===== src/rtl/ecc_log_pkg.sv =====
package ecc_log_pkg;
  parameter int unsigned ECC_ADDR_W = 32;
  parameter int unsigned ECC_SYN_W  = 8;
  parameter int unsigned ECC_KEEP_W = 19;

  // Kind of error event seen in one cycle, after arbitration of the strobes
  typedef enum logic [1:0] {
    EV_NONE = 2'd0,
    EV_CE   = 2'd1,
    EV_UE   = 2'd2
  } ecc_ev_e;
endpackage


===== src/rtl/ecc_log_rst_sync.sv =====
module ecc_log_rst_sync #(
  parameter int unsigned STAGES = 2
) (
  input  logic clk,
  input  logic rst_n,
  output logic rst_n_sync
);
  logic [STAGES-1:0] sync_q;

  generate
    if (STAGES == 1) begin : g_single
      always_ff @(posedge clk or negedge rst_n) begin
        if (!rst_n) sync_q <= '0;
        else        sync_q <= 1'b1;
      end
    end else begin : g_chain
      always_ff @(posedge clk or negedge rst_n) begin
        if (!rst_n) sync_q <= '0;
        else        sync_q <= {sync_q[STAGES-2:0], 1'b1};
      end
    end
  endgenerate

  assign rst_n_sync = sync_q[STAGES-1];
endmodule


===== src/rtl/ecc_log_event.sv =====
module ecc_log_event
  import ecc_log_pkg::*;
(
  input  logic    ce_strobe,
  input  logic    ue_strobe,
  output ecc_ev_e ev
);
  // Uncorrectable wins when both strobes coincide
  always_comb begin
    if (ue_strobe)      ev = EV_UE;
    else if (ce_strobe) ev = EV_CE;
    else                ev = EV_NONE;
  end
endmodule


===== src/rtl/ecc_log_regs.sv =====
module ecc_log_regs
  import ecc_log_pkg::*;
#(
  parameter int unsigned ADDR_W = ECC_ADDR_W,
  parameter int unsigned SYN_W  = ECC_SYN_W,
  parameter int unsigned KEEP_W = ECC_KEEP_W,
  parameter int unsigned WORD_W = 1 + KEEP_W + SYN_W + 4
) (
  input  logic              clk,
  input  logic              rst_n,
  input  ecc_ev_e           ev,
  input  logic [ADDR_W-1:0] err_addr,
  input  logic [SYN_W-1:0]  err_syn,
  input  logic              wr_en,
  input  logic [WORD_W-1:0] wdata,
  output logic [WORD_W-1:0] rdata,
  output logic              scrub_off,
  output logic              ce_en,
  output logic              ue_en,
  output logic              st_ce,
  output logic              st_ue
);
  localparam int unsigned POS_OFF = WORD_W - 1;
  localparam int unsigned SYN_LO  = 4;
  localparam int unsigned ADDR_HI = WORD_W - 2;
  localparam int unsigned POS_UEN = 3;
  localparam int unsigned POS_CEN = 2;
  localparam int unsigned POS_SUE = 1;
  localparam int unsigned POS_SCE = 0;

  logic              off_q, off_d;
  logic              uen_q, uen_d;
  logic              cen_q, cen_d;
  logic              sue_q, sue_d;
  logic              sce_q, sce_d;
  logic [KEEP_W-1:0] addr_q, addr_d;
  logic [SYN_W-1:0]  syn_q, syn_d;
  logic              log_full;
  logic              cap_en;
  logic              st_en;
  logic              clr_any;

  // Next-state logic
  always_comb begin
    log_full = sue_q | sce_q;
    cap_en   = !log_full && (ev != EV_NONE);
    clr_any  = wr_en && (wdata[POS_SUE] || wdata[POS_SCE]);
    st_en    = wr_en | cap_en;
    off_d    = wdata[POS_OFF];
    uen_d    = wdata[POS_UEN];
    cen_d    = wdata[POS_CEN];
    addr_d   = err_addr[ADDR_W-1 -: KEEP_W];
    syn_d    = err_syn;
    sue_d    = sue_q & ~(wr_en & wdata[POS_SUE]);
    sce_d    = sce_q & ~(wr_en & wdata[POS_SCE]);
    if (cap_en) begin
      sue_d = (ev == EV_UE);
      sce_d = (ev == EV_CE);
    end
  end

  // Control bits, enabled by a write
  always_ff @(posedge clk or negedge rst_n) begin
    if (!rst_n) begin
      off_q <= 1'b0;
      uen_q <= 1'b0;
      cen_q <= 1'b0;
    end else if (wr_en) begin
      off_q <= off_d;
      uen_q <= uen_d;
      cen_q <= cen_d;
    end
  end

  // Status flags
  always_ff @(posedge clk or negedge rst_n) begin
    if (!rst_n) begin
      sue_q <= 1'b0;
      sce_q <= 1'b0;
    end else if (st_en) begin
      sue_q <= sue_d;
      sce_q <= sce_d;
    end
  end

  // Captured fields, enabled only on a logged event
  always_ff @(posedge clk or negedge rst_n) begin
    if (!rst_n) begin
      addr_q <= '0;
      syn_q  <= '0;
    end else if (cap_en) begin
      addr_q <= addr_d;
      syn_q  <= syn_d;
    end
  end

  assign rdata     = {off_q, addr_q, syn_q, uen_q, cen_q, sue_q, sce_q};
  assign scrub_off = off_q;
  assign ce_en     = cen_q;
  assign ue_en     = uen_q;
  assign st_ce     = sce_q;
  assign st_ue     = sue_q;

  logic unused_bits;
  assign unused_bits = ^{wdata[ADDR_HI:SYN_LO], err_addr[ADDR_W-KEEP_W-1:0]};

  AST_ONE_TYPE: assert property (@(posedge clk) disable iff (!rst_n)
    !(sce_q && sue_q));

  AST_HOLD_FULL: assert property (@(posedge clk) disable iff (!rst_n)
    (log_full && !clr_any) |=> ($stable(addr_q) && $stable(syn_q) &&
                                $stable(sue_q) && $stable(sce_q)));

  AST_UE_WINS: assert property (@(posedge clk) disable iff (!rst_n)
    (!log_full && ev == EV_UE) |=> (sue_q && !sce_q));

  AST_CAPTURE: assert property (@(posedge clk) disable iff (!rst_n)
    (!log_full && ev != EV_NONE) |=> (syn_q == $past(err_syn)));
endmodule


===== src/rtl/ecc_log_out.sv =====
module ecc_log_out
  import ecc_log_pkg::*;
#(
  parameter int unsigned ADDR_W = ECC_ADDR_W
) (
  input  logic              clk,
  input  logic              rst_n,
  input  ecc_ev_e           ev,
  input  logic [ADDR_W-1:0] err_addr,
  input  logic              scrub_off,
  input  logic              ce_en,
  input  logic              ue_en,
  input  logic              st_ce,
  input  logic              st_ue,
  output logic              scrub_req,
  output logic [ADDR_W-1:0] scrub_addr,
  output logic              irq_ce,
  output logic              serr_ue
);
  logic              fire;
  logic              req_q, req_d;
  logic [ADDR_W-1:0] saddr_q, saddr_d;

  always_comb begin
    fire    = (ev == EV_CE) && !scrub_off;
    req_d   = fire;
    saddr_d = err_addr;
  end

  always_ff @(posedge clk or negedge rst_n) begin
    if (!rst_n) req_q <= 1'b0;
    else        req_q <= req_d;
  end

  always_ff @(posedge clk or negedge rst_n) begin
    if (!rst_n)    saddr_q <= '0;
    else if (fire) saddr_q <= saddr_d;
  end

  assign scrub_req  = req_q;
  assign scrub_addr = saddr_q;
  assign irq_ce     = st_ce & ce_en;
  assign serr_ue    = st_ue & ue_en;

  AST_SCRUB_ADDR: assert property (@(posedge clk) disable iff (!rst_n)
    (ev == EV_CE && !scrub_off) |=> (scrub_req && scrub_addr == $past(err_addr)));

  AST_NO_SCRUB_OFF: assert property (@(posedge clk) disable iff (!rst_n)
    (ev == EV_CE && scrub_off) |=> !scrub_req);

  AST_NO_SCRUB_UE: assert property (@(posedge clk) disable iff (!rst_n)
    (ev == EV_UE) |=> !scrub_req);
endmodule


===== src/rtl/ecc_err_log.sv =====
module ecc_err_log
  import ecc_log_pkg::*;
#(
  parameter int unsigned ADDR_W     = ECC_ADDR_W,
  parameter int unsigned SYN_W      = ECC_SYN_W,
  parameter int unsigned KEEP_W     = ECC_KEEP_W,
  parameter int unsigned WORD_W     = 1 + KEEP_W + SYN_W + 4,
  parameter int unsigned RST_STAGES = 2
) (
  input  logic              clk,
  input  logic              rst_n,
  input  logic              ce_strobe,
  input  logic              ue_strobe,
  input  logic [ADDR_W-1:0] err_addr,
  input  logic [SYN_W-1:0]  err_syn,
  input  logic              reg_wr_en,
  input  logic [WORD_W-1:0] reg_wdata,
  output logic [WORD_W-1:0] reg_rdata,
  output logic              scrub_req,
  output logic [ADDR_W-1:0] scrub_addr,
  output logic              irq_ce,
  output logic              serr_ue
);
  logic    rst_n_i;
  ecc_ev_e ev;
  logic    scrub_off, ce_en, ue_en, st_ce, st_ue;

  ecc_log_rst_sync #(.STAGES(RST_STAGES)) u_rst (
    .clk        (clk),
    .rst_n      (rst_n),
    .rst_n_sync (rst_n_i)
  );

  ecc_log_event u_ev (
    .ce_strobe (ce_strobe),
    .ue_strobe (ue_strobe),
    .ev        (ev)
  );

  ecc_log_regs #(
    .ADDR_W (ADDR_W),
    .SYN_W  (SYN_W),
    .KEEP_W (KEEP_W),
    .WORD_W (WORD_W)
  ) u_regs (
    .clk       (clk),
    .rst_n     (rst_n_i),
    .ev        (ev),
    .err_addr  (err_addr),
    .err_syn   (err_syn),
    .wr_en     (reg_wr_en),
    .wdata     (reg_wdata),
    .rdata     (reg_rdata),
    .scrub_off (scrub_off),
    .ce_en     (ce_en),
    .ue_en     (ue_en),
    .st_ce     (st_ce),
    .st_ue     (st_ue)
  );

  ecc_log_out #(.ADDR_W(ADDR_W)) u_out (
    .clk        (clk),
    .rst_n      (rst_n_i),
    .ev         (ev),
    .err_addr   (err_addr),
    .scrub_off  (scrub_off),
    .ce_en      (ce_en),
    .ue_en      (ue_en),
    .st_ce      (st_ce),
    .st_ue      (st_ue),
    .scrub_req  (scrub_req),
    .scrub_addr (scrub_addr),
    .irq_ce     (irq_ce),
    .serr_ue    (serr_ue)
  );

  AST_IRQ_LEVEL: assert property (@(posedge clk) disable iff (!rst_n_i)
    irq_ce |-> (reg_rdata[0] && reg_rdata[2]));

  AST_SERR_LEVEL: assert property (@(posedge clk) disable iff (!rst_n_i)
    serr_ue |-> (reg_rdata[1] && reg_rdata[3]));
endmodule


===== config.mk =====
export PLATFORM = sky130hd
export DESIGN_NAME = ecc_err_log
export DESIGN_NICKNAME = d
export VERILOG_FILES = /design/src/rtl/ecc_log_pkg.sv /design/src/rtl/ecc_log_rst_sync.sv /design/src/rtl/ecc_log_event.sv /design/src/rtl/ecc_log_regs.sv /design/src/rtl/ecc_log_out.sv /design/src/rtl/ecc_err_log.sv
export SDC_FILE = /design/constraint.sdc
export NUM_CORES = 1
export LEC_CHECK = 0
export BUFFER_PORTS_ARGS = -buffer_cell sky130_fd_sc_hd__clkbuf_2
export CORE_MARGIN = 2
export CORE_UTILIZATION = 29
export CTS_CLUSTER_SIZE = 25
export DETAILED_ROUTE_END_ITERATION = 8
export GPL_TIMING_DRIVEN = 0
export PLACE_DENSITY = 0.53
export REMOVE_ABC_BUFFERS = 1
export SLEW_MARGIN = 20
export SYNTH_ARGS = -nofsm -noshare
export SYNTH_HDL_FRONTEND = slang
export SYNTH_SLANG_ARGS = --single-unit

===== constraint.sdc =====
create_clock -name clk -period 4.3 [get_ports clk]
set_input_delay 0.215 -clock clk [delete_from_list [all_inputs] [get_ports clk]]
set_output_delay 0.215 -clock clk [all_outputs]
set_load 0.01 [all_outputs]

=== Word level (Yosys, flattened, before mapping) ===
Index checks and enable logic that the tools add are counted.

* Input port bits: 77
* Output and inout port bits: 67
* Bits in registers: 67

* Equality and inequality tests: 2
* Mux-type cells: 4
* Reductions and logical operators: 5
* Bitwise operators: 10

{| class="wikitable"
|+ Operator list
! kind !! count
|-
| AND 1 bit || 6
|-
| 2-to-1 mux 1 bit || 3
|-
| equality test 2 x 1 -> 1 bit, second input constant || 1
|-
| equality test 2 bit, second input constant || 1
|-
| logical AND 1 bit || 2
|-
| zero test 1 bit || 2
|-
| 2-to-1 mux 2 bit || 1
|-
| inverter 1 bit || 2
|-
| bitwise OR 1 bit || 2
|-
| nonzero test 2 bit || 1
|}

=== Longest topological paths before layout ===
Gate-level depths: netlist of the first run.

* Depth after elaboration: 5
* Gate-level depth with buffers: 4
* Mapped depth without buffers: 3

=== Cells and area by module ===
Synthesis of the first run repeated with hierarchy kept, for this count alone.

* Cells, all modules: 153
* Area, all modules: 2577.5 um^2

{| class="wikitable"
|+ By module, submodules not included
! module !! cells an instance !! times used !! area an instance (um^2)
|-
| ecc_log_out || 71 || 1 || 1251.2
|-
| ecc_log_regs || 77 || 1 || 1251.2
|-
| ecc_log_rst_sync || 3 || 1 || 53.8
|-
| ecc_log_event || 2 || 1 || 21.3
|}

=== Least setup slack after synthesis of the first run ===
OpenSTA, ideal clock, no wires.

* Kind: flip-flop to flip-flop
* Start: register u_regs.sce_q (netlist: u_regs.st_ce)
* End: register u_regs.addr_q[13]
* Clock period less this slack: 1445 ps
* Setup slack: 2855 ps
* Data arrival time: 1320 ps
* Stages on the path, launching flop included: 4
* Buffers on the path: 1
* Setup time: 125 ps
* Cell sequence: dfrtp_1 -> nor3_4 -> buf_6 -> mux2_2

* Word-level cells in the longest chain between the ends: 3

{| class="wikitable"
|+ RTL lines
! item !! RTL line !! text
|-
| start: declaration || ecc_log_regs.sv:35 || <nowiki>logic sce_q, sce_d;</nowiki>
|-
| start signal: assignment || ecc_log_regs.sv:79 || <nowiki>sce_q <= 1'b0;</nowiki>
|-
| start signal: assignment || ecc_log_regs.sv:82 || <nowiki>sce_q <= sce_d;</nowiki>
|-
| bitwise OR 1 bit || ecc_log_regs.sv:45 || <nowiki>log_full = sue_q | sce_q;</nowiki>
|-
| zero test 1 bit || ecc_log_regs.sv:46 || <nowiki>cap_en = !log_full && (ev != EV_NONE);</nowiki>
|-
| logical AND 1 bit || ecc_log_regs.sv:46 ||
|-
| end signal: assignment || ecc_log_regs.sv:92 || <nowiki>addr_q <= addr_d;</nowiki>
|-
| end: declaration || ecc_log_regs.sv:36 || <nowiki>logic [KEEP_W-1:0] addr_q, addr_d;</nowiki>
|}

No other way between the ends.
A chain may end at the register's enable or synchronous reset.

=== Worst setup path after layout of the first run ===
* Start: register u_regs.sue_q (netlist: u_regs.st_ue)
* End: register u_regs.syn_q[5]

* Word-level cells in the longest chain between the ends: 3

{| class="wikitable"
|+ RTL lines
! item !! RTL line !! text
|-
| start: declaration || ecc_log_regs.sv:34 || <nowiki>logic sue_q, sue_d;</nowiki>
|-
| start signal: assignment || ecc_log_regs.sv:81 || <nowiki>sue_q <= sue_d;</nowiki>
|-
| bitwise OR 1 bit || ecc_log_regs.sv:45 ||
|-
| zero test 1 bit || ecc_log_regs.sv:46 ||
|-
| logical AND 1 bit || ecc_log_regs.sv:46 ||
|-
| end signal: assignment || ecc_log_regs.sv:93 || <nowiki>syn_q <= syn_d;</nowiki>
|-
| end: declaration || ecc_log_regs.sv:37 || <nowiki>logic [SYN_W-1:0] syn_q, syn_d;</nowiki>
|}

No other way between the ends.

==> results of run 1 <==
-- worst max-delay path: stages (launching register included) --
cell	delay, ns
sky130_fd_sc_hd__dfrtp_1	0.46
sky130_fd_sc_hd__nor3_4	0.66
sky130_fd_sc_hd__buf_8	0.25
sky130_fd_sc_hd__mux2_2	0.35
-- layout make-up --
cell class                      count  area [um^2]  share of cell area (%)
Clock buffer                       11          141                    4.11
Clock inverter                      5         52.6                    1.53
Inverter                            1         3.75                   0.109
Multi-Input combinational cell     73          782                    22.7
Sequential cell                    67         1680                    48.8
Tap cell                          108          135                    3.92
Timing Repair Buffer              121          648                    18.8
-- path summary, 6_finish.rpt --
check | start | depth (start not counted) | endpoint
hold / removal | reg_wdata[1] | 2 | u_regs.st_ue
setup / recovery | u_regs.st_ue | 3 | u_regs.syn_q[5]
setup reg to reg | u_regs.st_ue | 3 | u_regs.syn_q[5]
max in group asynchronous | u_rst.sync_q[1] | 1 | u_regs.scrub_off
hold reg to reg | u_rst.sync_q[1] | 0 | u_out.scrub_addr[10]
min in group asynchronous | rst_n | 2 | u_rst.sync_q[0]
-- power by group through the flow --
stage	Sequential [mW]	Combinational, mW	Clock, mW
final	0.970	0.699	0.509
after global routing	1.01	0.762	0.564
after CTS	0.974	0.718	0.534
after detailed placement	0.984	0.717	0
after global placement	0.981	0.690	0
after floorplan	1.08	0.283	0
-- layout by cell type (no fill, tap or decap), types with 2 or more instances in the layout --
master	n
sky130_fd_sc_hd__clkbuf_2	116
sky130_fd_sc_hd__dfrtp_1	66
sky130_fd_sc_hd__mux2_2	61
sky130_fd_sc_hd__clkbuf_8	10
sky130_fd_sc_hd__clkinv_2	3
sky130_fd_sc_hd__and2_1	2
sky130_fd_sc_hd__nor2_1	2
sky130_fd_sc_hd__a31oi_1	2
sky130_fd_sc_hd__buf_6	2
-- registers in the layout, indices dropped and copies added (netlist names) --
register,flops
u_regs.ce_en,1
u_regs.ue_en,1
u_rst.sync_q,2
u_regs.st_ce,1
u_regs.addr_q,19
u_regs.st_ue,1
u_regs.scrub_off,1
u_out.scrub_req,1
u_out.scrub_addr,32
u_regs.syn_q,8
-- metal layers --
metal	vias up	part of all wire (%)	track usage [%]
li1	771	-	-
met1	800	47	15.6
met2	92	40	15.9
met3	11	11	5.25
met4	0	2.2	6.09
met5	-	0	0
-- stage by stage --
step                hold WS (ns)  instances  utilization, %  area (um^2)
detailed placement       0.00664        369            37.7         3240
global route              0.0702        386            40.1         3440
finish                    0.0755        386            40.1         3440
global placement         0.00284        365            36.9         3170
floorplan                -0.0806        141               -         2460
CTS                       0.0483        386            40.1         3440
-- kinds of logic (layout without fill, tap and decap cells) --
family	after synthesis	in the layout
AO/OA/AOI/OAI	3	3
buffers and inverters	11	138
flip-flops	67	67
multiplexers	62	62
other	1	1
AND/OR/NAND/NOR	7	7
==> impl_results.html, run 1 <==
<table>
<tr><th>Metric</th><th>Value</th></tr>
<tr><th colspan="2">Outcome</th></tr>
<tr><td>Result of the run</td><td>complete, no violations</td></tr>
<tr><th colspan="2">Timing</th></tr>
<tr><td>Setup Total Neg Slack</td><td>0 ns</td></tr>
<tr><td>Final setup fails</td><td>0</td></tr>
<tr><td>Post-route worst setup slack</td><td>2.45 ns</td></tr>
<tr><td>Worst max-slew margin expressed relative to the limit</td><td>49.4%</td></tr>
<tr><td>Final hold violation count</td><td>0</td></tr>
<tr><td>Tightest Pin Transition</td><td>0.757 ns</td></tr>
<tr><td>Clock period minus final worst setup slack</td><td>1.85 ns</td></tr>
<tr><td>Max Fclk</td><td>0.542 GHz</td></tr>
<tr><td>Clock Skew</td><td>0.00615 ns</td></tr>
<tr><td>RSZ-0062 raised after global routing</td><td>no</td></tr>
<tr><td>Crit share post-route</td><td>42.9%</td></tr>
<tr><td>Max-slew violation count</td><td>0</td></tr>
<tr><th colspan="2">Logic synthesis</th></tr>
<tr><td>Leading post-synthesis cells by instance count</td><td>67 x sky130_fd_sc_hd__dfrtp_1, 61 x sky130_fd_sc_hd__mux2_2, 8 x sky130_fd_sc_hd__buf_4</td></tr>
<tr><td>Combinational family with the most area after synthesis</td><td>multiplexers</td></tr>
<tr><td>Post-Synth XOR/XNOR Area</td><td>0%</td></tr>
<tr><td>Synth unique cells</td><td>14</td></tr>
<tr><td>Top area cells in the synthesized netlist</td><td>sky130_fd_sc_hd__dfrtp_1 66%, sky130_fd_sc_hd__mux2_2 27%, sky130_fd_sc_hd__buf_4 2.4%</td></tr>
<tr><td>Synth warnings</td><td>0</td></tr>
<tr><td>Share of cell area taken by muxes after synthesis</td><td>27.5%</td></tr>
<tr><td>Cell count after synthesis</td><td>151</td></tr>
<tr><td>Fraction of the mapped netlist area in adder cells</td><td>0%</td></tr>
<tr><td>Cell area after synthesis</td><td>2540 um^2</td></tr>
<tr><td>Sequential share of the synthesized area</td><td>66.0%</td></tr>
<tr><td>Post-Synth Simple-Gate Area</td><td>2.22%</td></tr>
<tr><td>Most area-hungry cell type in the Yosys netlist</td><td>sky130_fd_sc_hd__dfrtp_1</td></tr>
<tr><td>Synth Area in Compound Gates</td><td>0.690%</td></tr>
<tr><td>Proportion of netlist area held by the largest area contributor</td><td>66.0%</td></tr>
<tr><td>Most used DFF post-synth</td><td>sky130_fd_sc_hd__dfrtp_1</td></tr>
<tr><td>Number of enable-type register cells in the synthesized netlist</td><td>0</td></tr>
<tr><td>Share of synthesized registers carrying an async set or reset</td><td>100%</td></tr>
<tr><td>Leading cell type by number of instances after synthesis</td><td>sky130_fd_sc_hd__dfrtp_1</td></tr>
<tr><td>Average cell area after synthesis</td><td>16.8 um^2</td></tr>
<tr><td>Yosys reg bits</td><td>67</td></tr>
<tr><th colspan="2">Pwr</th></tr>
<tr><td>Clock share of power</td><td>23.4%</td></tr>
<tr><td>Switching portion of total power</td><td>30.8%</td></tr>
<tr><td>Fraction of power consumed by sequential logic</td><td>44.5%</td></tr>
<tr><td>Internal power contribution</td><td>1.51 mW</td></tr>
<tr><td>Net switching component of the power</td><td>670 uW</td></tr>
<tr><td>Leakage power summed over all cells</td><td>1.67 nW</td></tr>
<tr><td>Cell Pwr Density</td><td>633 nW/um^2</td></tr>
<tr><td>Highest ir drop seen on vdd</td><td>0.240 mV</td></tr>
<tr><td>Tot Pwr</td><td>2.18 mW</td></tr>
<tr><td>Proportion of power drawn by combinational gates</td><td>32.1%</td></tr>
<tr><th colspan="2">Clock tree</th></tr>
<tr><td>Clock-pin slew on the worst setup and hold paths</td><td>0.07 ns</td></tr>
<tr><td>TritonCTS buffer count</td><td>9</td></tr>
<tr><td>H-tree levels</td><td>3</td></tr>
<tr><td>Resized cells post-CTS</td><td>0</td></tr>
<tr><td>Clock tree from TritonCTS</td><td>done</td></tr>
<tr><td>Number of setup buffers added after CTS</td><td>0</td></tr>
<tr><td>Maximum count of clock buffers along a single path</td><td>2</td></tr>
<tr><td>Clk_lat worst skew</td><td>0.33 ns</td></tr>
<tr><td>Clk root buf</td><td>sky130_fd_sc_hd__clkbuf_8</td></tr>
<tr><td># hold bufs at CTS</td><td>1</td></tr>
<tr><td>Number of sinks on the clock net</td><td>67</td></tr>
<tr><th colspan="2">Route</th></tr>
<tr><td>Detail-routed net length per standard cell</td><td>13.5 um</td></tr>
<tr><td>Detailed-route wire length</td><td>5200 um</td></tr>
<tr><td>Per-cell via count in the routed design</td><td>4.34</td></tr>
<tr><td>Number of DRC violations after detailed-routing iteration 0</td><td>15</td></tr>
<tr><td>Via Count</td><td>1,674</td></tr>
<tr><td>DRC Markers</td><td>0</td></tr>
<tr><td>DRT antenna net count</td><td>0</td></tr>
<tr><td>Number of iterations in the first detailed-routing pass</td><td>3</td></tr>
<tr><th colspan="2">Placed design</th></tr>
<tr><td>Post-detail-place hpwl</td><td>3830 um</td></tr>
<tr><td>Routability Congestion</td><td>0.760</td></tr>
<tr><td>PortBufs</td><td>116</td></tr>
<tr><td>Post-Place Setup Slack</td><td>2.40 ns</td></tr>
<tr><th colspan="2">Global route</th></tr>
<tr><td>Global route total overflow</td><td>0</td></tr>
<tr><td>Antenna violations before repair</td><td>0</td></tr>
<tr><td>Wire length of the first global-routing pass</td><td>8620 um</td></tr>
<tr><td>Via count of the first global-routing pass</td><td>1,699</td></tr>
<tr><td>Largest net degree at the start of global routing</td><td>36</td></tr>
<tr><td>Tot GR Track Use</td><td>11.7%</td></tr>
<tr><th colspan="2">Layout</th></tr>
<tr><td>Layout overhead on the synthesized area</td><td>35.6%</td></tr>
<tr><td>Fill count</td><td>854</td></tr>
<tr><td>Count of inserted antenna diode cells</td><td>0</td></tr>
<tr><td>Post-layout nets</td><td>350</td></tr>
<tr><td>Share of final-layout standard cells stronger than drive strength 1</td><td>71.6%</td></tr>
<tr><th colspan="2">Floorplan</th></tr>
<tr><td>Standard cell core area</td><td>8590 um^2</td></tr>
<tr><td>Initial core utilization</td><td>29.5%</td></tr>
<tr><td>Number of top-level pins</td><td>144</td></tr>
<tr><td>Die Span X</td><td>97.6 um</td></tr>
<tr><td>Floorplan die area</td><td>9520 um^2</td></tr>
<tr><td>Overall die height</td><td>97.6 um</td></tr>
<tr><td>Placement row count</td><td>34</td></tr>
<tr><th colspan="2">Min path</th></tr>
<tr><td>Worst Hold Class</td><td>input pin to register</td></tr>
<tr><th colspan="2">Critical path</th></tr>
<tr><td>Data arrival time of the critical path</td><td>2.06 ns</td></tr>
<tr><td>Crit Path Class</td><td>register to register</td></tr>
<tr><td>R2r setup slk</td><td>2.45 ns</td></tr>
<tr><td>Maximum fanout count along the critical path</td><td>15</td></tr>
<tr><td>Required time of the critical path</td><td>4.52 ns</td></tr>
<tr><td>Sort of element at the end of the critical path</td><td>register</td></tr>
<tr><td>Critical path launch point type</td><td>register</td></tr>
<tr><th colspan="2">Flow run</th></tr>
<tr><td>Reported max-cap violation count</td><td>0</td></tr>
</table>
(Power assumes the default switching activity.)
==> run 2, diff against run 1 <==
==> constraint.sdc (replaced) <==
create_clock -name clk -period 1.7 [get_ports clk]
set_input_delay 0.085 -clock clk [delete_from_list [all_inputs] [get_ports clk]]
set_output_delay 0.085 -clock clk [all_outputs]
set_load 0.01 [all_outputs]
==> run 2 against run 1 <==
  * Flip-flop and latch count stayed put
  * Clock power grew to 2.5 times the previous value
  * Sequential power rose to 2.5 times the previous value
  * Critical path depth stayed put
  * Global-route usage up 1.1 points
  * Final area rose by 14%
  * Die area unchanged
  * Cell count grew 13%
  * Total power grew to 2.6 times the previous value
  * Register-to-register slack worse by 2.4 ns
  * Critical path type unchanged
  * Highest routed layer unchanged
==> impl_results.html, run 2 (synthesized netlist as in run 1, its figures left out) <==
<table>
<tr><th>Metric</th><th>Value</th></tr>
<tr><th colspan="2">Clock tree</th></tr>
<tr><td>H-tree levels</td><td>3 (unchanged)</td></tr>
<tr><td>Clk_lat worst skew</td><td>0.33 ns (about the same)</td></tr>
<tr><td>Maximum count of clock buffers along a single path</td><td>2 (unchanged)</td></tr>
<tr><td>Clock-pin slew on the worst setup and hold paths</td><td>0.07 ns (about the same)</td></tr>
<tr><td>Clk root buf</td><td>sky130_fd_sc_hd__clkbuf_8</td></tr>
<tr><td>Clock tree from TritonCTS</td><td>done</td></tr>
<tr><td>Number of sinks on the clock net</td><td>67 (unchanged)</td></tr>
<tr><td>Resized cells post-CTS</td><td>0 (unchanged)</td></tr>
<tr><td>TritonCTS buffer count</td><td>9 (unchanged)</td></tr>
<tr><th colspan="2">Timing</th></tr>
<tr><td>Max-slew violation count</td><td>0 (unchanged)</td></tr>
<tr><td>Setup Total Neg Slack</td><td>0 ns (unchanged)</td></tr>
<tr><td>Max Fclk</td><td>0.627 GHz (+16%)</td></tr>
<tr><td>Crit share post-route</td><td>93.9% (+51 points)</td></tr>
<tr><td>Post-route worst setup slack</td><td>0.104 ns (-2.35 ns)</td></tr>
<tr><td>Final hold violation count</td><td>0 (unchanged)</td></tr>
<tr><td>Clock period minus final worst setup slack</td><td>1.60 ns (-0.250 ns)</td></tr>
<tr><td>Final setup fails</td><td>0 (unchanged)</td></tr>
<tr><td>Clock Skew</td><td>0.00646 ns (+0.000318 ns)</td></tr>
<tr><td>RSZ-0062 raised after global routing</td><td>no</td></tr>
<tr><th colspan="2">Route</th></tr>
<tr><td>Number of iterations in the first detailed-routing pass</td><td>2 (-1)</td></tr>
<tr><td>Detailed-route wire length</td><td>5690 um (+9.5%)</td></tr>
<tr><td>Sum of met2 wire segment lengths after detailed routing</td><td>2510 um (+20%)</td></tr>
<tr><td>Number of DRC violations after detailed-routing iteration 0</td><td>21 (+6)</td></tr>
<tr><td>Routed metal-1 wire length</td><td>2570 um (+5.6%)</td></tr>
<tr><td>Detail-routed net length per standard cell</td><td>13.1 um (-2.8%)</td></tr>
<tr><td>Routed wl met3</td><td>507 um (-11%)</td></tr>
<tr><td>Per-cell via count in the routed design</td><td>4.28 (-1.4%)</td></tr>
<tr><td>Uppermost layer routed</td><td>met4</td></tr>
<tr><td>Via Count</td><td>1,861 (+11%)</td></tr>
<tr><td>DRT antenna net count</td><td>0 (unchanged)</td></tr>
<tr><td>DRC Markers</td><td>0 (unchanged)</td></tr>
<tr><th colspan="2">Critical path</th></tr>
<tr><td>Worst path buffer plus inverter count</td><td>1 (unchanged)</td></tr>
<tr><td>Critical path depth</td><td>3 (unchanged)</td></tr>
<tr><td>CP Cell Sequence</td><td>nor3b_4, buf_6, mux2_2</td></tr>
<tr><td>Reg-to-reg critical path endpoint</td><td>u_out.scrub_addr[16]</td></tr>
<tr><td>Maximum fanout count along the critical path</td><td>13 (-2)</td></tr>
<tr><td>R2r setup slk</td><td>0.10 ns (-2.35 ns)</td></tr>
<tr><td>CP endpoint</td><td>u_out.scrub_addr[16]</td></tr>
<tr><td>Required time of the critical path</td><td>1.92 ns (-2.60 ns)</td></tr>
<tr><td>Startpoint of the worst-slack reg-to-reg timing path</td><td>u_regs.scrub_off</td></tr>
<tr><td>Data arrival time of the critical path</td><td>1.81 ns (-0.25 ns)</td></tr>
<tr><td>Number of cells traversed by the worst register-to-register path</td><td>3 (unchanged)</td></tr>
<tr><td>Critical path launch point type</td><td>register</td></tr>
<tr><td>Sort of element at the end of the critical path</td><td>register</td></tr>
<tr><td>Cell with the largest stage delay on the worst path</td><td>sky130_fd_sc_hd__nor3b_4</td></tr>
<tr><td>Cell family contributing the most delay on the critical path</td><td>simple AND/OR/NAND/NOR gates</td></tr>
<tr><td>Longest individual stage delay on the worst path</td><td>0.45 ns (-0.21 ns)</td></tr>
<tr><td>Crit Path Class</td><td>register to register</td></tr>
<tr><td>Setup crit start</td><td>u_regs.scrub_off</td></tr>
<tr><th colspan="2">Pwr</th></tr>
<tr><td>Cell Pwr Density</td><td>1440 nW/um^2 (+130%)</td></tr>
<tr><td>Leakage power summed over all cells</td><td>1.87 nW (+12%)</td></tr>
<tr><td>Highest ir drop seen on vdd</td><td>0.654 mV (+170%)</td></tr>
<tr><th colspan="2">Floorplan</th></tr>
<tr><td>Number of top-level pins</td><td>144 (unchanged)</td></tr>
<tr><td>Floorplan die area</td><td>9520 um^2 (unchanged)</td></tr>
<tr><td>Standard cell core area</td><td>8590 um^2 (unchanged)</td></tr>
<tr><td>Overall die height</td><td>97.6 um (unchanged)</td></tr>
<tr><td>Placement row count</td><td>34 (unchanged)</td></tr>
<tr><td>Die Span X</td><td>97.6 um (unchanged)</td></tr>
<tr><td>Initial core utilization</td><td>29.5% (unchanged)</td></tr>
<tr><th colspan="2">Outcome</th></tr>
<tr><td>Result of the run</td><td>complete, no violations</td></tr>
<tr><th colspan="2">Layout</th></tr>
<tr><td>Post-layout nets</td><td>399 (+14%)</td></tr>
<tr><td>Top library cells by usage in the layout, fill and taps aside</td><td>116 x sky130_fd_sc_hd__clkbuf_2, 66 x sky130_fd_sc_hd__dfrtp_1, 61 x sky130_fd_sc_hd__mux2_2</td></tr>
<tr><td>Number of flip-flops under the largest register name</td><td>32 (unchanged)</td></tr>
<tr><td>Share of final-layout standard cells stronger than drive strength 1</td><td>61.5% (-10 points)</td></tr>
<tr><td>Layout overhead on the synthesized area</td><td>54.8%</td></tr>
<tr><td>Sequential cell area</td><td>1680 um^2 (unchanged)</td></tr>
<tr><td>Fill count</td><td>804 (-5.9%)</td></tr>
<tr><td>Final instance area</td><td>3930 um^2 (+14%)</td></tr>
<tr><td>End-of-flow core utilization</td><td>45.7% (+5.6 points)</td></tr>
<tr><td>Area of the multi-input gates</td><td>782 um^2 (unchanged)</td></tr>
<tr><td>Count of inserted antenna diode cells</td><td>0 (unchanged)</td></tr>
<tr><td>Most frequent standard cell in the layout excluding fill and tap cells</td><td>sky130_fd_sc_hd__clkbuf_2</td></tr>
<tr><th colspan="2">Global route</th></tr>
<tr><td>Antenna violations before repair</td><td>0 (unchanged)</td></tr>
<tr><td>Tot GR Track Use</td><td>12.8% (+1.1 points)</td></tr>
<tr><td>Largest net degree at the start of global routing</td><td>36 (unchanged)</td></tr>
<tr><td>Via count of the first global-routing pass</td><td>1,979 (+16%)</td></tr>
<tr><td>Global route total overflow</td><td>0 (unchanged)</td></tr>
<tr><td>Wire length of the first global-routing pass</td><td>9630 um (+12%)</td></tr>
<tr><th colspan="2">Placed design</th></tr>
<tr><td>PortBufs</td><td>116 (unchanged)</td></tr>
<tr><td>Cell area after placement</td><td>3240 um^2 (unchanged)</td></tr>
<tr><td>Routability Congestion</td><td>0.760 (unchanged)</td></tr>
<tr><td>Post-Place Setup Slack</td><td>-0.202 ns (-2.60 ns)</td></tr>
<tr><td>Post-detail-place hpwl</td><td>3830 um (unchanged)</td></tr>
<tr><th colspan="2">Min path</th></tr>
<tr><td>Worst Hold Class</td><td>input pin to async pin</td></tr>
<tr><th colspan="2">Flow run</th></tr>
<tr><td>Reported max-cap violation count</td><td>0 (unchanged)</td></tr>
</table>
-- run 2: cell count changes in the layout (fill, tap and decap cells not counted), sizes merged --
cell / change
buf: +2
dlygate4sd3: +47
-- run 2: final cells by class --
| type | count | share of cell area (%) |
|---|---|---|
| tap | 108 | 3.44 |
| clock buffer | 11 | 3.60 |
| inverter | 1 | 0.0955 |
| sequential | 67 | 42.8 |
| clock inverter | 5 | 1.34 |
| timing repair buffer | 170 | 28.9 |
| multi-input combinational | 73 | 19.9 |
-- run 2: worst min path at each step --
stage / from / to / slack, ns / cells after the start
after floorplan: rst_n / u_rst.sync_q[0] / -0.21 / 0
after CTS: rst_n / u_rst.sync_q[1] / 0.05 / 2
after global routing: rst_n / u_rst.sync_q[0] / 0.04 / 2
after detailed placement: rst_n / u_rst.sync_q[0] / -0.12 / 1
final: rst_n / u_rst.sync_q[0] / 0.07 / 2
after global placement: rst_n / u_rst.sync_q[0] / -0.13 / 1
-- run 2: per-layer routing --
| metal | vias to the layer above | GRT usage, % |
|---|---|---|
| met1 | 890 | 15.7 |
| met5 | - | 0 |
| met2 | 92 | 20.0 |
| li1 | 868 | - |
| met4 | 0 | 6.09 |
| met3 | 11 | 4.89 |
-- run 2: stage by stage --
stage | instances | hold WS (ns) | power [mW]
2_1_floorplan | 141 | -0.211 | 3.46
3_3_place_gp | 365 | -0.127 | 4.23
3_5_place_dp | 369 | -0.123 | 4.30
4_1_cts | 435 | 0.0460 | 5.77
5_1_grt | 435 | 0.0387 | 6.07
6_report | 435 | 0.0685 | 5.68
-- run 2: power by group --
group          total, mW  leakage (nW)  switching [mW]  internal, mW
clock network       1.29        0.0991           0.580         0.710
logic               1.93         0.986           0.849          1.08
registers           2.46         0.786           0.314          2.14
total               5.68          1.87            1.74          3.93
-- run 2: timing repair --
action | 4_1_cts | 5_1_grt
setup buffers | 2 | 0
setup endpoints to repair | 21 | 0
endpoints found under the hold margin | 66 | 0
hold buffers | 48 | 0
-- run 2: worst reg2reg max path: stages (launching register included) --
cell                      delay [ns]
sky130_fd_sc_hd__dfrtp_1        0.42
sky130_fd_sc_hd__nor3b_4        0.45
sky130_fd_sc_hd__buf_6          0.26
sky130_fd_sc_hd__mux2_2         0.36
